<file path="config.mk">
export PLATFORM = sky130hd
export DESIGN_NAME = disp_reg_port
export DESIGN_NICKNAME = d
export VERILOG_FILES = /design/src/rtl/disp_regs_pkg.sv /design/src/rtl/disp_idx_decode.sv /design/src/rtl/disp_scratch_bank.sv /design/src/rtl/disp_derived.sv /design/src/rtl/disp_reg_port.sv
export SDC_FILE = /design/constraint.sdc
export NUM_CORES = 1
export LEC_CHECK = 0
export BUFFER_PORTS_ARGS = -buffer_cell sky130_fd_sc_hd__buf_2
export CORE_MARGIN = 2
export CORE_UTILIZATION = 55
export DETAILED_ROUTE_END_ITERATION = 12
export PLACE_DENSITY = 0.74
export RECOVER_POWER = 25
export SYNTH_ARGS = -nofsm -noshare
export SYNTH_HDL_FRONTEND = slang
export SYNTH_SLANG_ARGS = --single-unit
</file>
<file path="constraint.sdc">
create_clock -name clk -period 7.1 [get_ports clk]
set_clock_uncertainty 0.05 [all_clocks]
set_input_delay 1.42 -clock clk [delete_from_list [all_inputs] [get_ports clk]]
set_output_delay 1.42 -clock clk [all_outputs]
set_load 0.05 [all_outputs]
</file>
<file path="src/rtl/disp_regs_pkg.sv">
package disp_regs_pkg;

    typedef enum logic [4:0] {
        K_ID, K_EN, K_WID, K_HGT, K_MAXW, K_MAXH, K_DEPTH, K_BPP,
        K_BPL, K_CAPS, K_CFG, K_SYNC, K_BUSY, K_GUEST, K_CURID,
        K_CURX, K_CURY, K_CURON, K_HBPP, K_SCRSZ, K_RSVD, K_SCRATCH, K_BAD
    } reg_kind_e;

    // Register numbers that software decodes
    localparam logic [31:0] IX_ID      = 32'd0;
    localparam logic [31:0] IX_EN      = 32'd1;
    localparam logic [31:0] IX_WID     = 32'd2;
    localparam logic [31:0] IX_HGT     = 32'd3;
    localparam logic [31:0] IX_MAXW    = 32'd4;
    localparam logic [31:0] IX_MAXH    = 32'd5;
    localparam logic [31:0] IX_DEPTH   = 32'd6;
    localparam logic [31:0] IX_BPP     = 32'd7;
    localparam logic [31:0] IX_BPL     = 32'd12;
    localparam logic [31:0] IX_CAPS    = 32'd17;
    localparam logic [31:0] IX_CFG     = 32'd20;
    localparam logic [31:0] IX_SYNC    = 32'd21;
    localparam logic [31:0] IX_BUSY    = 32'd22;
    localparam logic [31:0] IX_GUEST   = 32'd23;
    localparam logic [31:0] IX_CURID   = 32'd24;
    localparam logic [31:0] IX_CURX    = 32'd25;
    localparam logic [31:0] IX_CURY    = 32'd26;
    localparam logic [31:0] IX_CURON   = 32'd27;
    localparam logic [31:0] IX_HBPP    = 32'd28;
    localparam logic [31:0] IX_SCRSZ   = 32'd29;
    localparam logic [31:0] IX_RSV_LO  = 32'd30;
    localparam logic [31:0] IX_RSV_HI  = 32'd32;
    localparam logic [31:0] IX_PAL_LO  = 32'd1024;
    localparam logic [31:0] IX_PAL_HI  = 32'd1791;
    localparam logic [31:0] IX_SCR0    = 32'd1792;

    localparam logic [31:0] ID_BASE    = 32'h9000_0000;
    localparam logic [31:0] ID_RESET   = ID_BASE | 32'd2;

    function automatic logic id_is_legal(input logic [31:0] v);
        return (v == ID_BASE) || (v == (ID_BASE | 32'd1)) || (v == (ID_BASE | 32'd2));
    endfunction

    function automatic logic kind_is_readonly(input reg_kind_e k);
        return (k == K_MAXW) || (k == K_MAXH) || (k == K_DEPTH) || (k == K_BPL) ||
               (k == K_CAPS) || (k == K_BUSY) || (k == K_HBPP) || (k == K_SCRSZ);
    endfunction

endpackage

</file>
<file path="src/rtl/disp_idx_decode.sv">
module disp_idx_decode
    import disp_regs_pkg::*;
#(
    parameter int SCR_N  = 8,
    parameter int SLOT_W = 3
) (
    input  logic [31:0]       idx,
    output reg_kind_e         kind,
    output logic [SLOT_W-1:0] slot
);
    localparam logic [31:0] SCR_END = IX_SCR0 + 32'(SCR_N);

    logic [31:0] rel;

    always_comb begin
        rel  = idx - IX_SCR0;
        slot = rel[SLOT_W-1:0];
        case (idx)
            IX_ID:    kind = K_ID;
            IX_EN:    kind = K_EN;
            IX_WID:   kind = K_WID;
            IX_HGT:   kind = K_HGT;
            IX_MAXW:  kind = K_MAXW;
            IX_MAXH:  kind = K_MAXH;
            IX_DEPTH: kind = K_DEPTH;
            IX_BPP:   kind = K_BPP;
            IX_BPL:   kind = K_BPL;
            IX_CAPS:  kind = K_CAPS;
            IX_CFG:   kind = K_CFG;
            IX_SYNC:  kind = K_SYNC;
            IX_BUSY:  kind = K_BUSY;
            IX_GUEST: kind = K_GUEST;
            IX_CURID: kind = K_CURID;
            IX_CURX:  kind = K_CURX;
            IX_CURY:  kind = K_CURY;
            IX_CURON: kind = K_CURON;
            IX_HBPP:  kind = K_HBPP;
            IX_SCRSZ: kind = K_SCRSZ;
            default: begin
                if ((idx >= IX_RSV_LO && idx <= IX_RSV_HI) ||
                    (idx >= IX_PAL_LO && idx <= IX_PAL_HI))
                    kind = K_RSVD;
                else if (idx >= IX_SCR0 && idx < SCR_END)
                    kind = K_SCRATCH;
                else
                    kind = K_BAD;
            end
        endcase
    end
endmodule

</file>
<file path="src/rtl/disp_scratch_bank.sv">
module disp_scratch_bank #(
    parameter int SCR_N  = 8,
    parameter int SLOT_W = 3
) (
    input  logic              clk,
    input  logic              rst_n,
    input  logic              wr_en,
    input  logic [SLOT_W-1:0] wr_slot,
    input  logic [31:0]       wr_data,
    input  logic [SLOT_W-1:0] rd_slot,
    output logic [31:0]       rd_data
);
    logic [31:0] word_q [SCR_N];

    for (genvar g = 0; g < SCR_N; g++) begin : g_word
        logic [31:0] word_d;
        always_comb begin
            word_d = word_q[g];
            if (wr_en && (32'(wr_slot) == g))
                word_d = wr_data;
        end
        always_ff @(posedge clk) begin
            if (!rst_n) word_q[g] <= '0;
            else        word_q[g] <= word_d;
        end
    end

    always_comb begin
        rd_data = '0;
        if (32'(rd_slot) < SCR_N)
            rd_data = word_q[rd_slot];
    end
endmodule

</file>
<file path="src/rtl/disp_derived.sv">
module disp_derived #(
    parameter int DEPTH = 15,
    parameter int DIM_W = 16
) (
    input  logic [DIM_W-1:0] pend_width,
    output logic [31:0]      bpp_round,
    output logic [31:0]      line_bytes
);
    localparam int ROUNDED   = (DEPTH + 7) & ~7;
    localparam int PIX_BYTES = (DEPTH + 7) >> 3;

    always_comb begin
        bpp_round  = 32'(ROUNDED);
        line_bytes = 32'(PIX_BYTES) * {{(32-DIM_W){1'b0}}, pend_width};
    end
endmodule

</file>
<file path="src/rtl/disp_reg_port.sv">
module disp_reg_port
    import disp_regs_pkg::*;
#(
    parameter int ADDR_MUL = 4,
    parameter int OFF_W    = 4,
    parameter int DIM_W    = 16,
    parameter int DEPTH    = 15,
    parameter int MAX_W    = 2360,
    parameter int MAX_H    = 1770,
    parameter int DEF_W    = 640,
    parameter int DEF_H    = 480,
    parameter int SCR_N    = 8,
    parameter bit CAP_FILL = 1'b1,
    parameter bit CAP_COPY = 1'b1
) (
    input  logic             clk,
    input  logic             rst_n,
    input  logic             bus_sel,
    input  logic             bus_we,
    input  logic [OFF_W-1:0] bus_off,
    input  logic [31:0]      bus_wdata,
    output logic [31:0]      bus_rdata,
    output logic             bus_rvalid,
    input  logic             apply_size,
    input  logic             cursor_hw,
    output logic             disp_enable,
    output logic             cfg_done,
    output logic [DIM_W-1:0] act_width,
    output logic [DIM_W-1:0] act_height,
    output logic [31:0]      cursor_id,
    output logic [DIM_W-1:0] cursor_x,
    output logic [DIM_W-1:0] cursor_y,
    output logic             cursor_vis,
    output logic             err_pulse
);
    localparam int SLOT_W = (SCR_N > 1) ? $clog2(SCR_N) : 1;
    localparam logic [OFF_W-1:0] OFF_IDX = OFF_W'(0);
    localparam logic [OFF_W-1:0] OFF_VAL = OFF_W'(ADDR_MUL);
    localparam logic [OFF_W-1:0] OFF_AUX = OFF_W'(2 * ADDR_MUL);

    typedef struct packed {
        logic [31:0]      index;
        logic [31:0]      id;
        logic             en;
        logic             cfg;
        logic [DIM_W-1:0] pw;
        logic [DIM_W-1:0] ph;
        logic [DIM_W-1:0] aw;
        logic [DIM_W-1:0] ah;
        logic [31:0]      guest;
        logic [31:0]      cid;
        logic [DIM_W-1:0] cx;
        logic [DIM_W-1:0] cy;
        logic             con;
        logic [31:0]      rdata;
        logic             rvalid;
        logic             err;
    } st_t;

    st_t st_d, st_q;

    reg_kind_e         kind;
    logic [SLOT_W-1:0] slot;
    logic [31:0]       scr_rd;
    logic              scr_we;
    logic [31:0]       bpp_round, line_bytes;
    logic [31:0]       caps;
    logic [31:0]       reg_val;
    logic              hit_idx, hit_val, hit_aux;
    logic              val_wr, val_rd;

    disp_idx_decode #(.SCR_N(SCR_N), .SLOT_W(SLOT_W)) u_dec (
        .idx (st_q.index),
        .kind(kind),
        .slot(slot)
    );

    disp_scratch_bank #(.SCR_N(SCR_N), .SLOT_W(SLOT_W)) u_scr (
        .clk    (clk),
        .rst_n  (rst_n),
        .wr_en  (scr_we),
        .wr_slot(slot),
        .wr_data(bus_wdata),
        .rd_slot(slot),
        .rd_data(scr_rd)
    );

    disp_derived #(.DEPTH(DEPTH), .DIM_W(DIM_W)) u_drv (
        .pend_width(st_q.pw),
        .bpp_round (bpp_round),
        .line_bytes(line_bytes)
    );

    always_comb begin
        caps      = '0;
        caps[0]   = CAP_FILL;
        caps[1]   = CAP_COPY;
        caps[7:5] = {3{cursor_hw}};
    end

    // Value-port read mux
    always_comb begin
        case (kind)
            K_ID:      reg_val = st_q.id;
            K_EN:      reg_val = {31'b0, st_q.en};
            K_WID:     reg_val = 32'(st_q.pw);
            K_HGT:     reg_val = 32'(st_q.ph);
            K_MAXW:    reg_val = 32'(MAX_W);
            K_MAXH:    reg_val = 32'(MAX_H);
            K_DEPTH:   reg_val = 32'(DEPTH);
            K_BPP:     reg_val = bpp_round;
            K_HBPP:    reg_val = bpp_round;
            K_BPL:     reg_val = line_bytes;
            K_CAPS:    reg_val = caps;
            K_CFG:     reg_val = {31'b0, st_q.cfg};
            K_GUEST:   reg_val = st_q.guest;
            K_CURID:   reg_val = st_q.cid;
            K_CURX:    reg_val = 32'(st_q.cx);
            K_CURY:    reg_val = 32'(st_q.cy);
            K_CURON:   reg_val = {31'b0, st_q.con};
            K_SCRSZ:   reg_val = 32'(SCR_N);
            K_SCRATCH: reg_val = scr_rd;
            default:   reg_val = '0;
        endcase
    end

    always_comb begin
        hit_idx = (bus_off == OFF_IDX);
        hit_val = (bus_off == OFF_VAL);
        hit_aux = (bus_off == OFF_AUX);
        val_wr  = bus_sel && bus_we && hit_val;
        val_rd  = bus_sel && !bus_we && hit_val;
        scr_we  = val_wr && (kind == K_SCRATCH);

        st_d        = st_q;
        st_d.rvalid = bus_sel && !bus_we;
        st_d.err    = 1'b0;

        if (bus_sel && !bus_we) begin
            if (hit_idx)      st_d.rdata = st_q.index;
            else if (hit_val) st_d.rdata = reg_val;
            else if (hit_aux) st_d.rdata = '0;
            else              st_d.rdata = '1;
        end
        if (val_rd && kind == K_BAD)
            st_d.err = 1'b1;

        // apply samples the pending size held before this edge
        if (apply_size) begin
            st_d.aw = st_q.pw;
            st_d.ah = st_q.ph;
        end

        if (bus_sel && bus_we && hit_idx)
            st_d.index = bus_wdata;

        if (val_wr) begin
            if (kind == K_BAD || kind_is_readonly(kind))
                st_d.err = 1'b1;
            case (kind)
                K_ID: begin
                    if (id_is_legal(bus_wdata)) st_d.id = bus_wdata;
                    else                        st_d.err = 1'b1;
                end
                K_EN: begin
                    st_d.en  = (bus_wdata != 32'd0);
                    st_d.cfg = st_q.cfg && (bus_wdata != 32'd0);
                end
                K_WID:   st_d.pw = bus_wdata[DIM_W-1:0];
                K_HGT:   st_d.ph = bus_wdata[DIM_W-1:0];
                K_BPP: begin
                    if (bus_wdata != 32'(DEPTH)) st_d.err = 1'b1;
                end
                K_CFG:   st_d.cfg   = (bus_wdata != 32'd0);
                K_GUEST: st_d.guest = bus_wdata;
                K_CURID: st_d.cid   = bus_wdata;
                K_CURX:  st_d.cx    = bus_wdata[DIM_W-1:0];
                K_CURY:  st_d.cy    = bus_wdata[DIM_W-1:0];
                K_CURON: begin
                    if (bus_wdata == 32'd1)      st_d.con = 1'b1;
                    else if (bus_wdata == 32'd0) st_d.con = 1'b0;
                end
                default: ;
            endcase
        end
    end

    always_ff @(posedge clk) begin
        if (!rst_n) begin
            st_q        <= '0;
            st_q.id     <= ID_RESET;
            st_q.pw     <= DIM_W'(DEF_W);
            st_q.ph     <= DIM_W'(DEF_H);
            st_q.aw     <= DIM_W'(DEF_W);
            st_q.ah     <= DIM_W'(DEF_H);
        end else begin
            st_q <= st_d;
        end
    end

    assign bus_rdata   = st_q.rdata;
    assign bus_rvalid  = st_q.rvalid;
    assign disp_enable = st_q.en;
    assign cfg_done    = st_q.cfg;
    assign act_width   = st_q.aw;
    assign act_height  = st_q.ah;
    assign cursor_id   = st_q.cid;
    assign cursor_x    = st_q.cx;
    assign cursor_y    = st_q.cy;
    assign cursor_vis  = st_q.con;
    assign err_pulse   = st_q.err;

    // read data is only presented after a read access
    assert_rvalid_after_read_R1: assert property (@(posedge clk) disable iff (!rst_n)
        bus_rvalid |-> $past(bus_sel && !bus_we));

    // identity register never holds an illegal value
    assert_id_legal_R2: assert property (@(posedge clk) disable iff (!rst_n)
        id_is_legal(st_q.id));

    // disabling clears the configured flag
    assert_disable_clears_cfg_R3: assert property (@(posedge clk) disable iff (!rst_n)
        (val_wr && kind == K_EN && bus_wdata == 32'd0) |=> !cfg_done);

    // active size moves only with the apply strobe
    assert_size_hold_R5: assert property (@(posedge clk) disable iff (!rst_n)
        !apply_size |=> ($stable(act_width) && $stable(act_height)));

    // codes other than 0 and 1 keep the visible flag
    assert_cursor_keep_R9: assert property (@(posedge clk) disable iff (!rst_n)
        (val_wr && kind == K_CURON && bus_wdata > 32'd1) |=> $stable(cursor_vis));

    // an error pulse always follows an access
    assert_err_cause_R12: assert property (@(posedge clk) disable iff (!rst_n)
        err_pulse |-> $past(bus_sel));

endmodule

</file>
==> flow_summary.toml, run 1 <==
[drt]
postRouteAntennaNets = 0
vias = 18058
firstDrtPassIters = 6
avgRoutedWirePerCell_um = 25.8
viasPerCell = 6.26
drt_iter0_drc = 2293
drc = 0
totalWireLength_um = 74400

[yosys]
synthMuxAreaShare_pct = 8.83
mappedNetlistArea_um2 = 24600
yosys-top-cells-area = "edfxtp_1, dfxtp_1, and2_1, nand2_1, mux4_2"
yosysTopAreaCell = "edfxtp_1"
synthAdderAreaFrac_pct = 0.0406
ys_ff_latch = 520
yosys-top-cells-count = "nand2_1, dfxtp_1, and2_1, edfxtp_1, clkbuf_1"
async_reset_ff_share_pct = 0
synth_edf_count = 256
synth_compound_area_share_pct = 12.4
ys.flop_type = "dfxtp_1"
synth_top_family_by_area = "simple AND/OR/NAND/NOR gates"
yosysMostFrequentCell = "nand2_1"
yosys.area_share.simple_pct = 19.0
ys_seq_area_share_pct = 52.6
synthXorXnorAreaFrac_pct = 0.0711
synth_top_area_share_pct = 31.2
syn_area_per_cell_um2 = 10.8
synthCells = 2290
ys_types = 79
synth.net_count = 2332
yosysWarnings = 0

[power]
pwr-share-seq_pct = 50.9
p_leak_uw = 0.00926
clockPowerShare_pct = 42.9
switching_power_uw = 1500
p_per_area_nw_per_um2 = 240
switching_share_pct = 23.5
power.internal_uw = 4860
vdd_drop_max_mv = 0.183
p_total_uw = 6350
pwr-share-comb_pct = 6.2

[worst_setup_path]
cp.arrival_ns = 6.01
regToRegSetupSlack_ns = 2.36
r2r-end = "u_scr.word_q[1][12]$_SDFFCE_PN0P_"
reg2reg_depth = 8
endpoint = "cursor_x[10]$_SDFFE_PN0P_"
slowest_delay_ns = 2.43
cp-start-kind = "input pin"
rr_startpoint = "st_q[241]$_SDFFE_PN0P_"
critPathRequiredTime_ns = 7.58
critPathKind = "in -> reg"
cpMaxStageDelayCell = "clkbuf_1"
worstSetupEndpointType = "register"
cp_cell_sequence = "buf_6, clkbuf_1, clkbuf_2, a21boi_2"
cp-startpoint = "rst_n"
crit_fanout = 93

[placement]
dp.cells = 2785
dp_hpwl_um = 48100
place_congestion = 0.976
portBuffers = 174

[floorplan]
rows = 77
coreArea_um2 = 44200
ios = 175
dieHeight_um = 216
dieArea_um2 = 46500
start_util_pct = 55.7
die_w_um = 216

[sta]
fmax_mhz = 181
tns_ns = 0
min_period_over_period_pct = 77.8
rsz0062_at_grt = "false"
slew_viol_final = 188
tightest_slew_ns = 3.38
finalSetupViolations = 0
hold_viol_final = 0
max-slew-margin-rel_pct = -126
fin_crit_ns = 5.53

[finish]
syn2layout_area_growth_pct = 7.49
layout-drive-gt1-share_pct = 14.3
fin_cells = 2884
seq_area_um2 = 13000
multi_input_area_um2 = 10100
final_nets = 2292
n_fill_cell = 3560
postLayoutCoreUtil_pct = 59.9

[flow_run]
maxCapViolations = 4

[grt]
met3_usage_pct = 6.72
grt_max_degree = 94
grt_first_pass_wirelength_um = 109000
use_met2_pct = 48.7
grt.busiest_layer = "met2"
grt-ovfl-total = 0
grtUsageMet1_pct = 43.6
antenna_found_initial = 7
grt_pass1_vias = 17052
track_usage_pct = 31.5

[status]
outcome = "complete, but fails checks"
violations = "max-capacitance violations, max-slew violations"

[clock_tree]
cts.reportedPaths.clkPinSlew_ns = 0.06
cts_tree = "built"
postCtsSetupBuffers = 0
cts_buffers = 54
clock_latency_ns = 0.61
cts_resized = 0
cts_buffer_depth = 3
clock-root-buffer = "clkbuf_16"
clkSinkCount = 520
postCtsHoldBufs = 0
h-tree-depth = 2

[worst_hold_path]
min_path_type = "reg -> reg"
hold_start = "st_q[228]$_SDFFE_PN1P_"
how the worst min path moves through the flow:
stage                             endpoint  slack [ns]  cells past startpoint
floorplan           st_q[225]$_SDFFE_PN1P_        0.36                      1
finish              st_q[228]$_SDFFE_PN1P_        0.41                      1
global placement    st_q[225]$_SDFFE_PN1P_        0.37                      1
CTS                 st_q[225]$_SDFFE_PN1P_        0.40                      1
global route        st_q[129]$_SDFFE_PN0P_        0.43                      2
detailed placement  st_q[225]$_SDFFE_PN1P_        0.39                      1
worst max-delay path, delay by kind of cell:
kind	cells	cell delay (ns)
AOI/OAI and AO/OA	1	0.29
buffers and inverters	3	4.11
power groups by stage:
stage | clock network (µW) | logic [µW] | registers, µW
after floorplan | 0 | 259 | 3290
after global placement | 0 | 386 | 3290
after detailed placement | 0 | 389 | 3290
after CTS | 2750 | 390 | 3230
after global routing | 2860 | 409 | 3230
final | 2730 | 394 | 3230
cells by family after synthesis:
kind of cell | after synthesis
and+or+nand+nor | 932
muxes | 135
AOI/OAI and AO/OA | 382
DFF | 520
xor gates and xnor gates | 2
adders and majority gates | 1
buffers and inverters | 318
metrics by stage:
step | area [µm²] | hold WS (ns) | setup WS, ns
4_1_cts | 26700 | 0.403 | 2.67
3_3_place_gp | 25000 | 0.374 | 2.37
6_report | 26500 | 0.406 | 1.57
3_5_place_dp | 25000 | 0.387 | 2.24
5_1_grt | 26500 | 0.429 | 1.48
2_1_floorplan | 24600 | 0.361 | 1.35
cells in the final DEF, fill, tap and decap left out, types with 5 or more instances in the layout:
| master | synthesis | routed |
|---|---|---|
| buf_2 | 10 | 39 |
| a221o_1 | 22 | 22 |
| or2_2 | 8 | 7 |
| a22o_1 | 27 | 27 |
| clkbuf_16 | 0 | 55 |
| and3_1 | 33 | 33 |
| a221oi_1 | 23 | 23 |
| nor3_1 | 19 | 18 |
| mux4_2 | 64 | 64 |
| a211oi_1 | 6 | 6 |
| clkinv_1 | 0 | 6 |
| buf_4 | 128 | 37 |
| dfxtp_1 | 264 | 261 |
| or3_1 | 5 | 5 |
| clkbuf_1 | 149 | 151 |
| o211ai_1 | 11 | 11 |
| nand2_1 | 410 | 411 |
| a2111oi_0 | 8 | 8 |
| nor2_1 | 69 | 60 |
| and4_1 | 5 | 5 |
| a22oi_1 | 8 | 8 |
| nand2b_1 | 6 | 6 |
| mux2_2 | 19 | 19 |
| nand4_1 | 7 | 7 |
| nor4_1 | 19 | 19 |
| nor2b_1 | 33 | 33 |
| or4_1 | 6 | 6 |
| nand3_1 | 31 | 31 |
| o21ai_0 | 47 | 39 |
| o21ai_4 | 1 | 9 |
| clkbuf_2 | 1 | 5 |
| a21boi_2 | 40 | 40 |
| and2_1 | 262 | 261 |
| a21oi_1 | 22 | 22 |
| mux2i_1 | 52 | 52 |
| nor2_2 | 0 | 9 |
| edfxtp_1 | 256 | 256 |
| a21boi_0 | 113 | 113 |
metal layers:
| metal | vias up | share of wire (%) |
|---|---|---|
| met3 | 194 | 10 |
| li1 | 7892 | - |
| met1 | 8919 | 41 |
| met5 | - | 0.036 |
| met2 | 1049 | 45 |
| met4 | 4 | 4.0 |
registers in the layout, indices dropped and copies added, names as in the netlist, named ones only:
name          count
err_pulse         1
cfg_done          1
cursor_vis        1
act_width        16
bus_rdata        32
u_scr.word_q    256
disp_enable       1
cursor_id        32
bus_rvalid        1
act_height       16
st_q            128
cursor_x         16
cursor_y         16
area by class of cell:
| class | count | share of cell area (%) |
|---|---|---|
| Clock inverter | 21 | 0.689 |
| Multi-Input combinational cell | 1452 | 38.0 |
| Antenna cell | 2 | 0.0189 |
| Clock buffer | 75 | 5.66 |
| Tap cell | 592 | 2.80 |
| Timing Repair Buffer | 218 | 3.83 |
| Inverter | 4 | 0.0567 |
| Sequential cell | 520 | 49.0 |
Power figures use the tool's default switching activity.
==> run 2, diff against run 1 <==
- clock period: 7.1 -> 5.7 ns (I/O delays scaled with it)
==> run 2 against run 1 <==
Effect of this change: critical path type is now reg -> reg; hold slack worse by 0.012 ns; via count down 0.12%; the run still ends with max-capacitance violations, max-slew violations left; first-iteration DRC count up 0.92%; wire length up 1.1%; power up 23%; combinational power up 27%; count of clock-buffer cells in the layout down 9; sequential power up 24%.
==> flow_summary.toml, run 2 (synthesized netlist as in run 1, its figures left out) <==
[worst_setup_path]
worstSetupEndpointType = "register"
path_delay_family = "simple AND/OR/NAND/NOR gates"
cp_cell_sequence = "nor4_1, nand4_2, nor3_4, nand3_1, buf_4, mux2i_1, nand2_1"
cpMaxStageDelayCell = "nor3_4"
cp-start-kind = "register"
cp.arrival_ns = 4.62
critPathKind = "reg -> reg"
slowest_delay_ns = 1.02
cp_num_buf_inv = 1
critPathRequiredTime_ns = 6.02
crit_fanout = 28

[placement]
portBuffers = 174
place_congestion = 0.978
placed_cell_area_um2 = 25100
dp_hpwl_um = 49200

[drt]
totalWireLength_um = 75200
firstDrtPassIters = 5
avgRoutedWirePerCell_um = 26.0
vias = 18037
viasPerCell = 6.23
drt_iter0_drc = 2314
drc = 0
postRouteAntennaNets = 0

[finish]
layout-drive-gt1-share_pct = 14.8
layout_common_cells = "nand2_1, and2_1, dfxtp_1, edfxtp_1, clkbuf_1"
top_regs = "u_scr.word_q: 256 flops, st_q: 128 flops"
final_nets = 2302
largest_register = "u_scr.word_q"
final_area_um2 = 26500
mostFrequentLayoutCell = "nand2_1"
syn2layout_area_growth_pct = 7.62
n_antenna_cell = 0
largest_reg_flops = 256

[sta]
min_period_over_period_pct = 75.4
fin_crit_ns = 4.30
tightest_slew_ns = 3.14
hold_viol_final = 0
fmax_mhz = 233
slew_viol_final = 194
max-slew-margin-rel_pct = -109
finalSetupViolations = 0
rsz0062_at_grt = "false"
tns_ns = 0

[status]
violations = "max-capacitance violations, max-slew violations"
outcome = "complete, but fails checks"

[clock_tree]
cts_buffers = 52
cts.reportedPaths.clkPinSlew_ns = 0.06
cts_resized = 0
clock-root-buffer = "clkbuf_16"
h-tree-depth = 2
cts_tree = "built"
cts_buffer_depth = 3
postCtsSetupBuffers = 0
clock_latency_ns = 0.62
postCtsHoldBufs = 0
clkSinkCount = 520

[power]
power.internal_uw = 5930
switching_share_pct = 24.1
pwr-share-seq_pct = 51.5
vdd_drop_max_mv = 0.246
pwr-share-comb_pct = 6.4
clockPowerShare_pct = 42.1
p_leak_uw = 0.00929
switching_power_uw = 1880
p_per_area_nw_per_um2 = 295

[grt]
antenna_found_initial = 3
grt-ovfl-total = 0
grt_first_pass_wirelength_um = 112000
grt_max_degree = 89
track_usage_pct = 32.0
grt_pass1_vias = 17260

[floorplan]
dieArea_um2 = 46500
ios = 175
dieHeight_um = 216
coreArea_um2 = 44200
die_w_um = 216
rows = 77
start_util_pct = 55.7

[worst_hold_path]
min_path_type = "reg -> reg"

[flow_run]
maxCapViolations = 3
-- run 2: changes by cell type in the layout (fill, tap and decap cells not counted), sizes merged --
cell / previous run / this run
clkbuf: 216 / 204
clkinv: 12 / 23
diode: 2 / 0
bufinv: 2 / 1
buf: 77 / 92
inv: 8 / 4
clkinvlp: 3 / 5
-- run 2: final timing paths --
path / depth (start not counted) / end / slack (ns) / from
worst max-delay path: 7 / st_q[198]$_SDFFE_PN1P_ / 1.40 / st_q[259]$_SDFFE_PN0P_
worst min-delay path: 1 / st_q[225]$_SDFFE_PN1P_ / 0.39 / st_q[225]$_SDFFE_PN1P_
worst max register to register: 7 / st_q[198]$_SDFFE_PN1P_ / 1.40 / st_q[259]$_SDFFE_PN0P_
worst min register to register: 1 / st_q[225]$_SDFFE_PN1P_ / 0.39 / st_q[225]$_SDFFE_PN1P_
-- run 2: per-layer routing --
layer  vias up  part of all wire, %  global-route usage, %
met2      1048                   45                   49.5
met3       178                   10                   6.68
met1      8884                   41                   44.5
met5         -                0.032                      0
met4         4                  3.8                   12.3
li1       7923                    -                      -
-- run 2: final cells by class --
| type | count | area [µm²] |
|---|---|---|
| tap | 592 | 741 |
| multi-input combinational | 1452 | 10100 |
| timing repair buffer | 230 | 1110 |
| clock buffer | 66 | 1420 |
| clock inverter | 29 | 210 |
| fill | 3618 | 17700 |
| inverter | 4 | 15.0 |
| sequential | 520 | 13000 |
-- run 2: power by group through the flow --
stage / Clock, µW / Combinational [µW] / Sequential, µW
floorplan: 0 / 323 / 4090
global placement: 0 / 486 / 4100
detailed placement: 0 / 488 / 4100
CTS: 3320 / 490 / 4020
global route: 3460 / 516 / 4030
finish: 3290 / 499 / 4020
-- run 2: through the flow --
stage | total power (µW) | std cells | utilization, % | hold WS [ns] | worst slack (ns)
floorplan | 4420 | 2290 | - | 0.361 | 0.232
global placement | 4580 | 2798 | 56.7 | 0.373 | 1.40
detailed placement | 4590 | 2798 | 56.7 | 0.380 | 1.33
CTS | 7830 | 2893 | 60.4 | 0.395 | 1.55
global route | 8000 | 2893 | 60.0 | 0.418 | 1.11
finish | 7810 | 2893 | 60.0 | 0.395 | 1.40
